**config.mk**
```make
export PLATFORM = sky130hd
export DESIGN_NAME = uart_wm
export DESIGN_NICKNAME = d
export VERILOG_FILES = /design/src/rtl/uart_wm_pkg.sv /design/src/rtl/wm_fifo.sv /design/src/rtl/wm_tx.sv /design/src/rtl/wm_rx.sv /design/src/rtl/uart_wm.sv
export SDC_FILE = /design/constraint.sdc
export NUM_CORES = 1
export LEC_CHECK = 0
export CAP_MARGIN = 30
export CORE_AREA = 5 5 141 170
export DETAILED_ROUTE_END_ITERATION = 10
export DIE_AREA = 0 0 146 175
export PLACE_DENSITY = 0.79
export SLEW_MARGIN = 20
export SYNTH_ARGS = -nofsm -noshare
export SYNTH_HDL_FRONTEND = slang
export SYNTH_SLANG_ARGS = --single-unit
```
**constraint.sdc**
```tcl
create_clock -name clk -period 7.5 [get_ports clk]
set_input_delay 2.25 -clock clk [delete_from_list [all_inputs] [get_ports clk]]
set_output_delay 2.25 -clock clk [all_outputs]
set_load 0.02 [all_outputs]
```
**src/rtl/uart_wm_pkg.sv**
```systemverilog
package uart_wm_pkg;
  localparam int DATA_W  = 8;
  localparam int FRAME_W = DATA_W + 3;  // start + data + up to two stop bits

  localparam logic [2:0] SEL_TXD  = 3'd0;
  localparam logic [2:0] SEL_RXD  = 3'd1;
  localparam logic [2:0] SEL_TXC  = 3'd2;
  localparam logic [2:0] SEL_RXC  = 3'd3;
  localparam logic [2:0] SEL_IEN  = 3'd4;
  localparam logic [2:0] SEL_IPND = 3'd5;
  localparam logic [2:0] SEL_DIV  = 3'd6;

  typedef enum logic [2:0] {
    RX_IDLE, RX_START, RX_DATA, RX_STOP, RX_WAIT
  } rx_state_e;
endpackage

```
**src/rtl/wm_fifo.sv**
```systemverilog
module wm_fifo #(
  parameter int W     = 8,
  parameter int DEPTH = 8
) (
  input  logic                         clk,
  input  logic                         rst_n,
  input  logic                         push,
  input  logic [W-1:0]                 wdata,
  input  logic                         pop,
  output logic [W-1:0]                 rdata,
  output logic [$clog2(DEPTH+1)-1:0]   count,
  output logic                         full,
  output logic                         empty
);
  localparam int AW = (DEPTH > 1) ? $clog2(DEPTH) : 1;
  localparam int LW = $clog2(DEPTH+1);
  localparam bit POW2 = (DEPTH & (DEPTH - 1)) == 0;

  logic [W-1:0]  mem [DEPTH];
  logic [AW-1:0] wr_ptr_q, rd_ptr_q, wr_nxt, rd_nxt;
  logic [LW-1:0] cnt_q, cnt_d;
  logic          push_ok, pop_ok;

  assign full    = (cnt_q == LW'(DEPTH));
  assign empty   = (cnt_q == '0);
  assign push_ok = push && !full;
  assign pop_ok  = pop && !empty;
  assign count   = cnt_q;
  assign rdata   = mem[rd_ptr_q];

  generate
    if (POW2) begin : g_pow2
      assign wr_nxt = wr_ptr_q + AW'(1);
      assign rd_nxt = rd_ptr_q + AW'(1);
    end else begin : g_wrap
      assign wr_nxt = (wr_ptr_q == AW'(DEPTH-1)) ? '0 : wr_ptr_q + AW'(1);
      assign rd_nxt = (rd_ptr_q == AW'(DEPTH-1)) ? '0 : rd_ptr_q + AW'(1);
    end
  endgenerate

  always_comb begin
    cnt_d = cnt_q;
    if (push_ok && !pop_ok)      cnt_d = cnt_q + LW'(1);
    else if (pop_ok && !push_ok) cnt_d = cnt_q - LW'(1);
  end

  always_ff @(posedge clk or negedge rst_n) begin
    if (!rst_n) begin
      wr_ptr_q <= '0;
      rd_ptr_q <= '0;
      cnt_q    <= '0;
    end else begin
      if (push_ok) wr_ptr_q <= wr_nxt;
      if (pop_ok)  rd_ptr_q <= rd_nxt;
      cnt_q <= cnt_d;
    end
  end

  always_ff @(posedge clk) begin
    if (push_ok) mem[wr_ptr_q] <= wdata;
  end
endmodule

```
**src/rtl/wm_tx.sv**
```systemverilog
module wm_tx
  import uart_wm_pkg::*;
#(
  parameter int DIV_W = 16
) (
  input  logic              clk,
  input  logic              rst_n,
  input  logic              en,
  input  logic              two_stop,
  input  logic [DIV_W-1:0]  div,
  input  logic              fifo_empty,
  input  logic [DATA_W-1:0] fifo_data,
  output logic              pop,
  output logic              busy,
  output logic              line
);
  logic               busy_q, busy_d;
  logic [FRAME_W-1:0] sh_q, sh_d;
  logic [3:0]         nb_q, nb_d;
  logic [DIV_W-1:0]   cnt_q, cnt_d;
  logic               tick, last, start;

  assign tick  = busy_q && (cnt_q == '0);
  assign last  = tick && (nb_q == 4'd1);
  assign start = en && !fifo_empty && (!busy_q || last);

  always_comb begin
    busy_d = busy_q;
    sh_d   = sh_q;
    nb_d   = nb_q;
    cnt_d  = cnt_q;
    if (start) begin
      busy_d = 1'b1;
      sh_d   = {2'b11, fifo_data, 1'b0};
      nb_d   = two_stop ? 4'd11 : 4'd10;
      cnt_d  = div;
    end else if (tick) begin
      sh_d  = {1'b1, sh_q[FRAME_W-1:1]};
      nb_d  = nb_q - 4'd1;
      cnt_d = div;
      if (last) busy_d = 1'b0;
    end else if (busy_q) begin
      cnt_d = cnt_q - DIV_W'(1);
    end
  end

  always_ff @(posedge clk or negedge rst_n) begin
    if (!rst_n) begin
      busy_q <= 1'b0;
      sh_q   <= '1;
      nb_q   <= '0;
      cnt_q  <= '0;
    end else begin
      busy_q <= busy_d;
      sh_q   <= sh_d;
      nb_q   <= nb_d;
      cnt_q  <= cnt_d;
    end
  end

  assign pop  = start;
  assign busy = busy_q;
  assign line = busy_q ? sh_q[0] : 1'b1;
endmodule

```
**src/rtl/wm_rx.sv**
```systemverilog
module wm_rx
  import uart_wm_pkg::*;
#(
  parameter int DIV_W = 16
) (
  input  logic              clk,
  input  logic              rst_n,
  input  logic              en,
  input  logic [DIV_W-1:0]  div,
  input  logic              line,
  output logic              push,
  output logic [DATA_W-1:0] data
);
  logic [1:0]        sync_q;
  logic              rx_s;
  rx_state_e         st_q, st_d;
  logic [DIV_W-1:0]  cnt_q, cnt_d;
  logic [2:0]        bit_q, bit_d;
  logic [DATA_W-1:0] sh_q, sh_d;
  logic              at_zero;

  assign rx_s    = sync_q[1];
  assign at_zero = (cnt_q == '0);

  always_comb begin
    st_d  = st_q;
    cnt_d = at_zero ? cnt_q : cnt_q - DIV_W'(1);
    bit_d = bit_q;
    sh_d  = sh_q;
    push  = 1'b0;
    unique case (st_q)
      RX_IDLE: if (!rx_s) begin
        st_d  = RX_START;
        cnt_d = div >> 1;
      end
      RX_START: if (at_zero) begin
        st_d  = rx_s ? RX_IDLE : RX_DATA;
        cnt_d = div;
        bit_d = '0;
      end
      RX_DATA: if (at_zero) begin
        sh_d  = {rx_s, sh_q[DATA_W-1:1]};
        cnt_d = div;
        bit_d = bit_q + 3'd1;
        if (bit_q == 3'd7) st_d = RX_STOP;
      end
      RX_STOP: if (at_zero) begin
        push = rx_s && en;
        st_d = rx_s ? RX_IDLE : RX_WAIT;
      end
      RX_WAIT: if (rx_s) st_d = RX_IDLE;
      default: st_d = RX_IDLE;
    endcase
  end

  always_ff @(posedge clk or negedge rst_n) begin
    if (!rst_n) begin
      sync_q <= 2'b11;
      st_q   <= RX_IDLE;
      cnt_q  <= '0;
      bit_q  <= '0;
      sh_q   <= '0;
    end else begin
      sync_q <= {sync_q[0], line};
      st_q   <= st_d;
      cnt_q  <= cnt_d;
      bit_q  <= bit_d;
      sh_q   <= sh_d;
    end
  end

  assign data = sh_q;
endmodule

```
**src/rtl/uart_wm.sv**
```systemverilog
module uart_wm
  import uart_wm_pkg::*;
#(
  parameter int DEPTH = 8,
  parameter int DIV_W = 16
) (
  input  logic        clk,
  input  logic        rst_n,
  input  logic        bus_req,
  input  logic        bus_we,
  input  logic [4:0]  bus_addr,
  input  logic [31:0] bus_wdata,
  output logic [31:0] bus_rdata,
  output logic        ser_tx,
  input  logic        ser_rx,
  output logic        irq
);
  localparam int CW = $clog2(DEPTH);
  localparam int LW = $clog2(DEPTH+1);

  logic [1:0]        rst_sync_q;
  logic              rst_i_n;
  logic [2:0]        sel;
  logic              wr, rd;

  logic              tx_en_q, tx_en_d, stop2_q, stop2_d;
  logic [CW-1:0]     txwm_q, txwm_d, rxwm_q, rxwm_d;
  logic              rx_en_q, rx_en_d;
  logic [1:0]        ie_q, ie_d, ip;
  logic [DIV_W-1:0]  div_q, div_d;

  logic [DATA_W-1:0] tx_head, rx_head, rx_byte;
  logic [LW-1:0]     tx_count, rx_count;
  logic              tx_full, tx_empty, rx_full, rx_empty;
  logic              tx_push, tx_pop, rx_push, rx_pop, tx_busy;
  logic              unused_bits;

  always_ff @(posedge clk or negedge rst_n) begin
    if (!rst_n) rst_sync_q <= 2'b00;
    else        rst_sync_q <= {rst_sync_q[0], 1'b1};
  end
  assign rst_i_n = rst_sync_q[1];

  assign sel     = bus_addr[4:2];
  assign wr      = bus_req && bus_we;
  assign rd      = bus_req && !bus_we;
  assign tx_push = wr && (sel == SEL_TXD);
  assign rx_pop  = rd && (sel == SEL_RXD);

  always_comb begin
    tx_en_d = tx_en_q;
    stop2_d = stop2_q;
    txwm_d  = txwm_q;
    rx_en_d = rx_en_q;
    rxwm_d  = rxwm_q;
    ie_d    = ie_q;
    div_d   = div_q;
    if (wr) begin
      unique case (sel)
        SEL_TXC: begin
          tx_en_d = bus_wdata[0];
          stop2_d = bus_wdata[1];
          txwm_d  = bus_wdata[16 +: CW];
        end
        SEL_RXC: begin
          rx_en_d = bus_wdata[0];
          rxwm_d  = bus_wdata[16 +: CW];
        end
        SEL_IEN: ie_d  = bus_wdata[1:0];
        SEL_DIV: div_d = bus_wdata[DIV_W-1:0];
        default: ;
      endcase
    end
  end

  always_ff @(posedge clk or negedge rst_i_n) begin
    if (!rst_i_n) begin
      tx_en_q <= 1'b0;
      stop2_q <= 1'b0;
      txwm_q  <= '0;
      rx_en_q <= 1'b0;
      rxwm_q  <= '0;
      ie_q    <= '0;
      div_q   <= '0;
    end else begin
      tx_en_q <= tx_en_d;
      stop2_q <= stop2_d;
      txwm_q  <= txwm_d;
      rx_en_q <= rx_en_d;
      rxwm_q  <= rxwm_d;
      ie_q    <= ie_d;
      div_q   <= div_d;
    end
  end

  assign ip[0] = tx_count < LW'(txwm_q);
  assign ip[1] = rx_count > LW'(rxwm_q);
  assign irq   = |(ie_q & ip);

  always_comb begin
    bus_rdata = '0;
    unique case (sel)
      SEL_TXD:  bus_rdata[31] = tx_full;
      SEL_RXD: begin
        bus_rdata[31] = rx_empty;
        bus_rdata[DATA_W-1:0] = rx_empty ? '0 : rx_head;
      end
      SEL_TXC: begin
        bus_rdata[0] = tx_en_q;
        bus_rdata[1] = stop2_q;
        bus_rdata[16 +: CW] = txwm_q;
      end
      SEL_RXC: begin
        bus_rdata[0] = rx_en_q;
        bus_rdata[16 +: CW] = rxwm_q;
      end
      SEL_IEN:  bus_rdata[1:0] = ie_q;
      SEL_IPND: bus_rdata[1:0] = ip;
      SEL_DIV:  bus_rdata[DIV_W-1:0] = div_q;
      default:  bus_rdata = '0;
    endcase
  end

  assign unused_bits = ^{bus_addr[1:0], bus_wdata, rx_full};

  wm_fifo #(.W(DATA_W), .DEPTH(DEPTH)) u_txq (
    .clk(clk), .rst_n(rst_i_n), .push(tx_push), .wdata(bus_wdata[DATA_W-1:0]),
    .pop(tx_pop), .rdata(tx_head), .count(tx_count), .full(tx_full), .empty(tx_empty)
  );

  wm_fifo #(.W(DATA_W), .DEPTH(DEPTH)) u_rxq (
    .clk(clk), .rst_n(rst_i_n), .push(rx_push), .wdata(rx_byte),
    .pop(rx_pop), .rdata(rx_head), .count(rx_count), .full(rx_full), .empty(rx_empty)
  );

  wm_tx #(.DIV_W(DIV_W)) u_tx (
    .clk(clk), .rst_n(rst_i_n), .en(tx_en_q), .two_stop(stop2_q), .div(div_q),
    .fifo_empty(tx_empty), .fifo_data(tx_head), .pop(tx_pop), .busy(tx_busy),
    .line(ser_tx)
  );

  wm_rx #(.DIV_W(DIV_W)) u_rx (
    .clk(clk), .rst_n(rst_i_n), .en(rx_en_q), .div(div_q), .line(ser_rx),
    .push(rx_push), .data(rx_byte)
  );
endmodule

```
==> results of run 1 <==
-- worst paths after layout --
path	to	slack [ps]
setup / recovery	bus_rdata[7]	680
hold / removal	u_rxq.wr_ptr_q[0]	310
setup reg to reg	u_txq.count[3]	3160
hold reg to reg	u_rxq.wr_ptr_q[0]	310
max in group asynchronous	rst_sync_q[1]	5460
min in group clk	u_rx.sync_q[1]	350
-- kinds of logic after synthesis --
| logic type | count (synthesis) | share of synthesized area |
|---|---|---|
| compound gates | 131 | 0.0841 |
| xor+xnor | 24 | 0.0189 |
| fa+ha+maj | 23 | 0.0272 |
| buf+inv | 75 | 0.0316 |
| flops | 239 | 0.596 |
| mux | 110 | 0.139 |
| other cells | 2 | 0.000674 |
| simple gates | 233 | 0.103 |
-- synth_stat cells (3+ instances only) --
library cell and count:
a211o_1 5, a21boi_0 3, a21o_1 4, a21oi_1 18
a221o_1 4, a22oi_1 8, a311o_1 5, a311oi_1 3
a31oi_1 6, and2_1 13, and3_1 9, buf_1 4
buf_4 12, buf_6 3, clkbuf_1 29, dfrtp_1 100
dfstp_2 11, edfxtp_1 128, ha_1 21, inv_1 25
mux2_2 39, mux2i_1 38, mux4_2 32, nand2_1 62
nand2b_1 16, nand3_1 17, nand4_1 8, nor2_1 54
nor3_1 27, nor4_1 4, o21a_1 4, o21ai_0 36
o221ai_1 4, o31ai_1 3, or3_1 7, or4_1 4
xnor2_1 17, xor2_1 7
-- layer usage --
metal  part of all wire  routed length, microns
met4              0.016                     381
met3              0.054                    1270
met1               0.40                    9350
met2               0.53                   12600
met5                  0                       0
-- metrics by stage --
stage / util / worst slack (ps) / instances
2_1_floorplan: - / 1830 / 848
3_3_place_gp: 0.535 / 683 / 1136
3_5_place_dp: 0.535 / 717 / 1137
6_report: 0.571 / 676 / 1182
5_1_grt: 0.571 / 523 / 1182
4_1_cts: 0.570 / 693 / 1181
-- power by group through the flow --
stage,combinational (uW),clock [uW],sequential (uW)
finish,445,1150,1670
global route,499,1230,1680
CTS,443,1170,1660
detailed placement,439,0,1690
global placement,422,0,1680
floorplan,338,0,1630
-- flip-flops by register name, indices dropped and copies added, names as in the netlist, 2 cells and up --
name            cells
u_rxq.mem          64
u_txq.mem          64
div_q              16
u_rx.cnt_q         16
u_tx.cnt_q         16
u_tx.sh_q           9
u_rx.data           8
u_rxq.count         4
u_tx.nb_q           4
u_txq.count         4
rxwm_q              3
txwm_q              3
u_rx.bit_q          3
u_rx.st_q           3
u_rxq.rd_ptr_q      3
u_rxq.wr_ptr_q      3
u_txq.rd_ptr_q      3
u_txq.wr_ptr_q      3
ie_q                2
rst_sync_q          2
u_rx.sync_q         2
-- layout make-up --
type	instances	area share
sequential	239	0.525
multi-input combinational	534	0.332
clock buffer	33	0.0526
timing repair buffer	61	0.0479
tap	279	0.0276
clock inverter	11	0.00752
inverter	25	0.00742
-- worst max-delay path: stages --
cell and delay, ps:
clkdlybuf4s50_1 730, nand3_1 440, o21ai_0 450, clkdlybuf4s50_1 690
==> summary.txt, run 1 <==
Critical path
  • Setup Crit Path Kind: in2out
  • CP startpoint kind: primary input
  • Crit Path Max Fanout: 10
  • Arrival @ worst endpoint: ~4600 ps
  • CP required: roughly 5300 ps
  • Crit. End Element: output pin
  • R2R depth: 14
  • Reg-to-reg startpoint: u_tx.cnt_q[0]
  • Critical Path Source: bus_addr[2]

Timing
  • Max-slew violations: 0
  • Setup violators final: 0
  • WHS: 313 ps
  • Fmax: around 0.15 GHz
  • Final period util: 0.910
  • Unrepaired setup endpoints after global routing: false
  • Period minus WS final: 6820 ps
  • Slew @ Worst Pin: slightly below 1000 ps
  • Final hold violations: 0
  • Setup TNS Final: 0 ps
  • Slew HR: 0.356
  • Clock Skew: 7.60 ps

Global route
  • Gr busiest metal: met2
  • Met3 Resource Use GR: 0.0314
  • Grt ovf: 0
  • Vias in the first global route: a little over 7000
  • Tot GR Track Use: 0.184
  • Largest net degree at the start of global routing: 76
  • Grt met2 use: 0.336
  • Met1 usage: 0.229
  • First-pass GRT wire length: 38.3 mm
  • Initial antenna violation count: 0

Floorplanning
  • Full die area: 0.0256 sq mm
  • Row cnt: 60
  • I/O Pins: 76
  • Initial core utilization: 0.503
  • Die W: between 100 and 150 microns
  • Core Area: roughly 0.022 sq mm
  • Die height: around 180 microns

Final layout
  • Highest-count cells in the layout ignoring fill and taps: 128 x edfxtp_1, 99 x dfrtp_1, 62 x nand2_1
  • Final Cell Area: roughly 0.013 sq mm
  • Most common cell after layout, fill and taps aside: edfxtp_1
  • Final nets: 950
  • Sequential cell area: 0.00664 sq mm
  • Share of cells above drive strength 1: 0.161
  • P&R area growth vs syn: 13.5%
  • ANT cells: 0
  • Area of the multi-input gates: about 0.0042 sq mm
  • Fill cells: around 1700

Yosys
  • Synth top area share: 0.345
  • Post-synthesis cell type with the largest combined area: edfxtp_1
  • Ys async rst share: 0.464
  • Post-synthesis instance area: 0.0111 sq mm
  • Post-synth EDFFs: between 100 and 150
  • Yosys warnings: 0
  • Flops & latches, synth: roughly 240
  • Syn Area/Cell: 13.3 sq um
  • Ranking of synthesized cells by area: edfxtp_1 35%, dfrtp_1 22%, mux4_2 6.5%
  • Synth unique cells: between 70 and 80
  • Cells after synthesis: roughly 840
  • Top_reg_cell synth: edfxtp_1
  • Sequential area share after synthesis: 0.596

Pwr
  • PnR Total Power: 3260 uW
  • Peak VDD IR: 0.191 mV
  • Logic pwr share: 0.136
  • Leakage: 0.00483 uW
  • P per Cell Area: approximately 260 mW/mm^2
  • Clock power share: 0.352
  • Internal power: 2380 uW
  • Sw Ratio: 0.269
  • Seq pwr share: 0.511
  • Sw Pwr: just under 900 uW

Placed design
  • Post-DP Area: roughly 0.012 sq mm
  • RD Place Congestion: ~0.9
  • Dpl hpwl: between 15 and 20 mm
  • Port buffer count: between 40 and 50

CTS
  • Root buffer cell: clkbuf_16
  • Htree depth: 1
  • Clock Path Buffers: 3
  • Post-CTS Resized: 0
  • Post-CTS Setup Bufs: 0
  • Clock sink total: about 240
  • Number of buffers created by CTS: 24
  • TritonCTS clock tree: built
  • CTS clk-pin slew, worst paths: about 60 ps
  • Hold-fix buffers, CTS: 0
  • Clock Latency Late Sink: approximately 510 ps

Run
  • Max_cap viols: 0

Detailed routing
  • Via Count: roughly 7000
  • TritonRoute pass-1 iters: 5
  • Starting DRC count in detailed routing: about 450
  • WL/cell: about 20 microns
  • Antenna viol nets, final: 0
  • Residual DRC: 0
  • Wirelength, routed: around 24 mm
  • Via/cell ratio: about 5.9

Worst hold path
  • Worst min-delay path class: reg2async

Outcome
  • Result of the run: finished clean
(Power assumes the default switching activity.)
==> inputs of run 2 (changes only) <==
--- a/config.mk
+++ b/config.mk
@@ -5,7 +5,7 @@
 export SDC_FILE = /design/constraint.sdc
 export NUM_CORES = 1
 export LEC_CHECK = 0
-export CAP_MARGIN = 30
+export CAP_MARGIN = 25
 export CORE_AREA = 5 5 141 170
 export DETAILED_ROUTE_END_ITERATION = 10
 export DIE_AREA = 0 0 146 175
==> results of run 2 <==
No change in the layout: final DEF, timing and power equal those of run 1.
==> inputs of run 3 (changes only) <==
--- a/config.mk
+++ b/config.mk
@@ -10,6 +10,7 @@
 export DETAILED_ROUTE_END_ITERATION = 10
 export DIE_AREA = 0 0 146 175
 export PLACE_DENSITY = 0.79
+export SETUP_SLACK_MARGIN = 0.05
 export SLEW_MARGIN = 20
 export SYNTH_ARGS = -nofsm -noshare
 export SYNTH_HDL_FRONTEND = slang
==> results of run 3 <==
No change in the layout: final DEF, timing and power equal those of run 1.
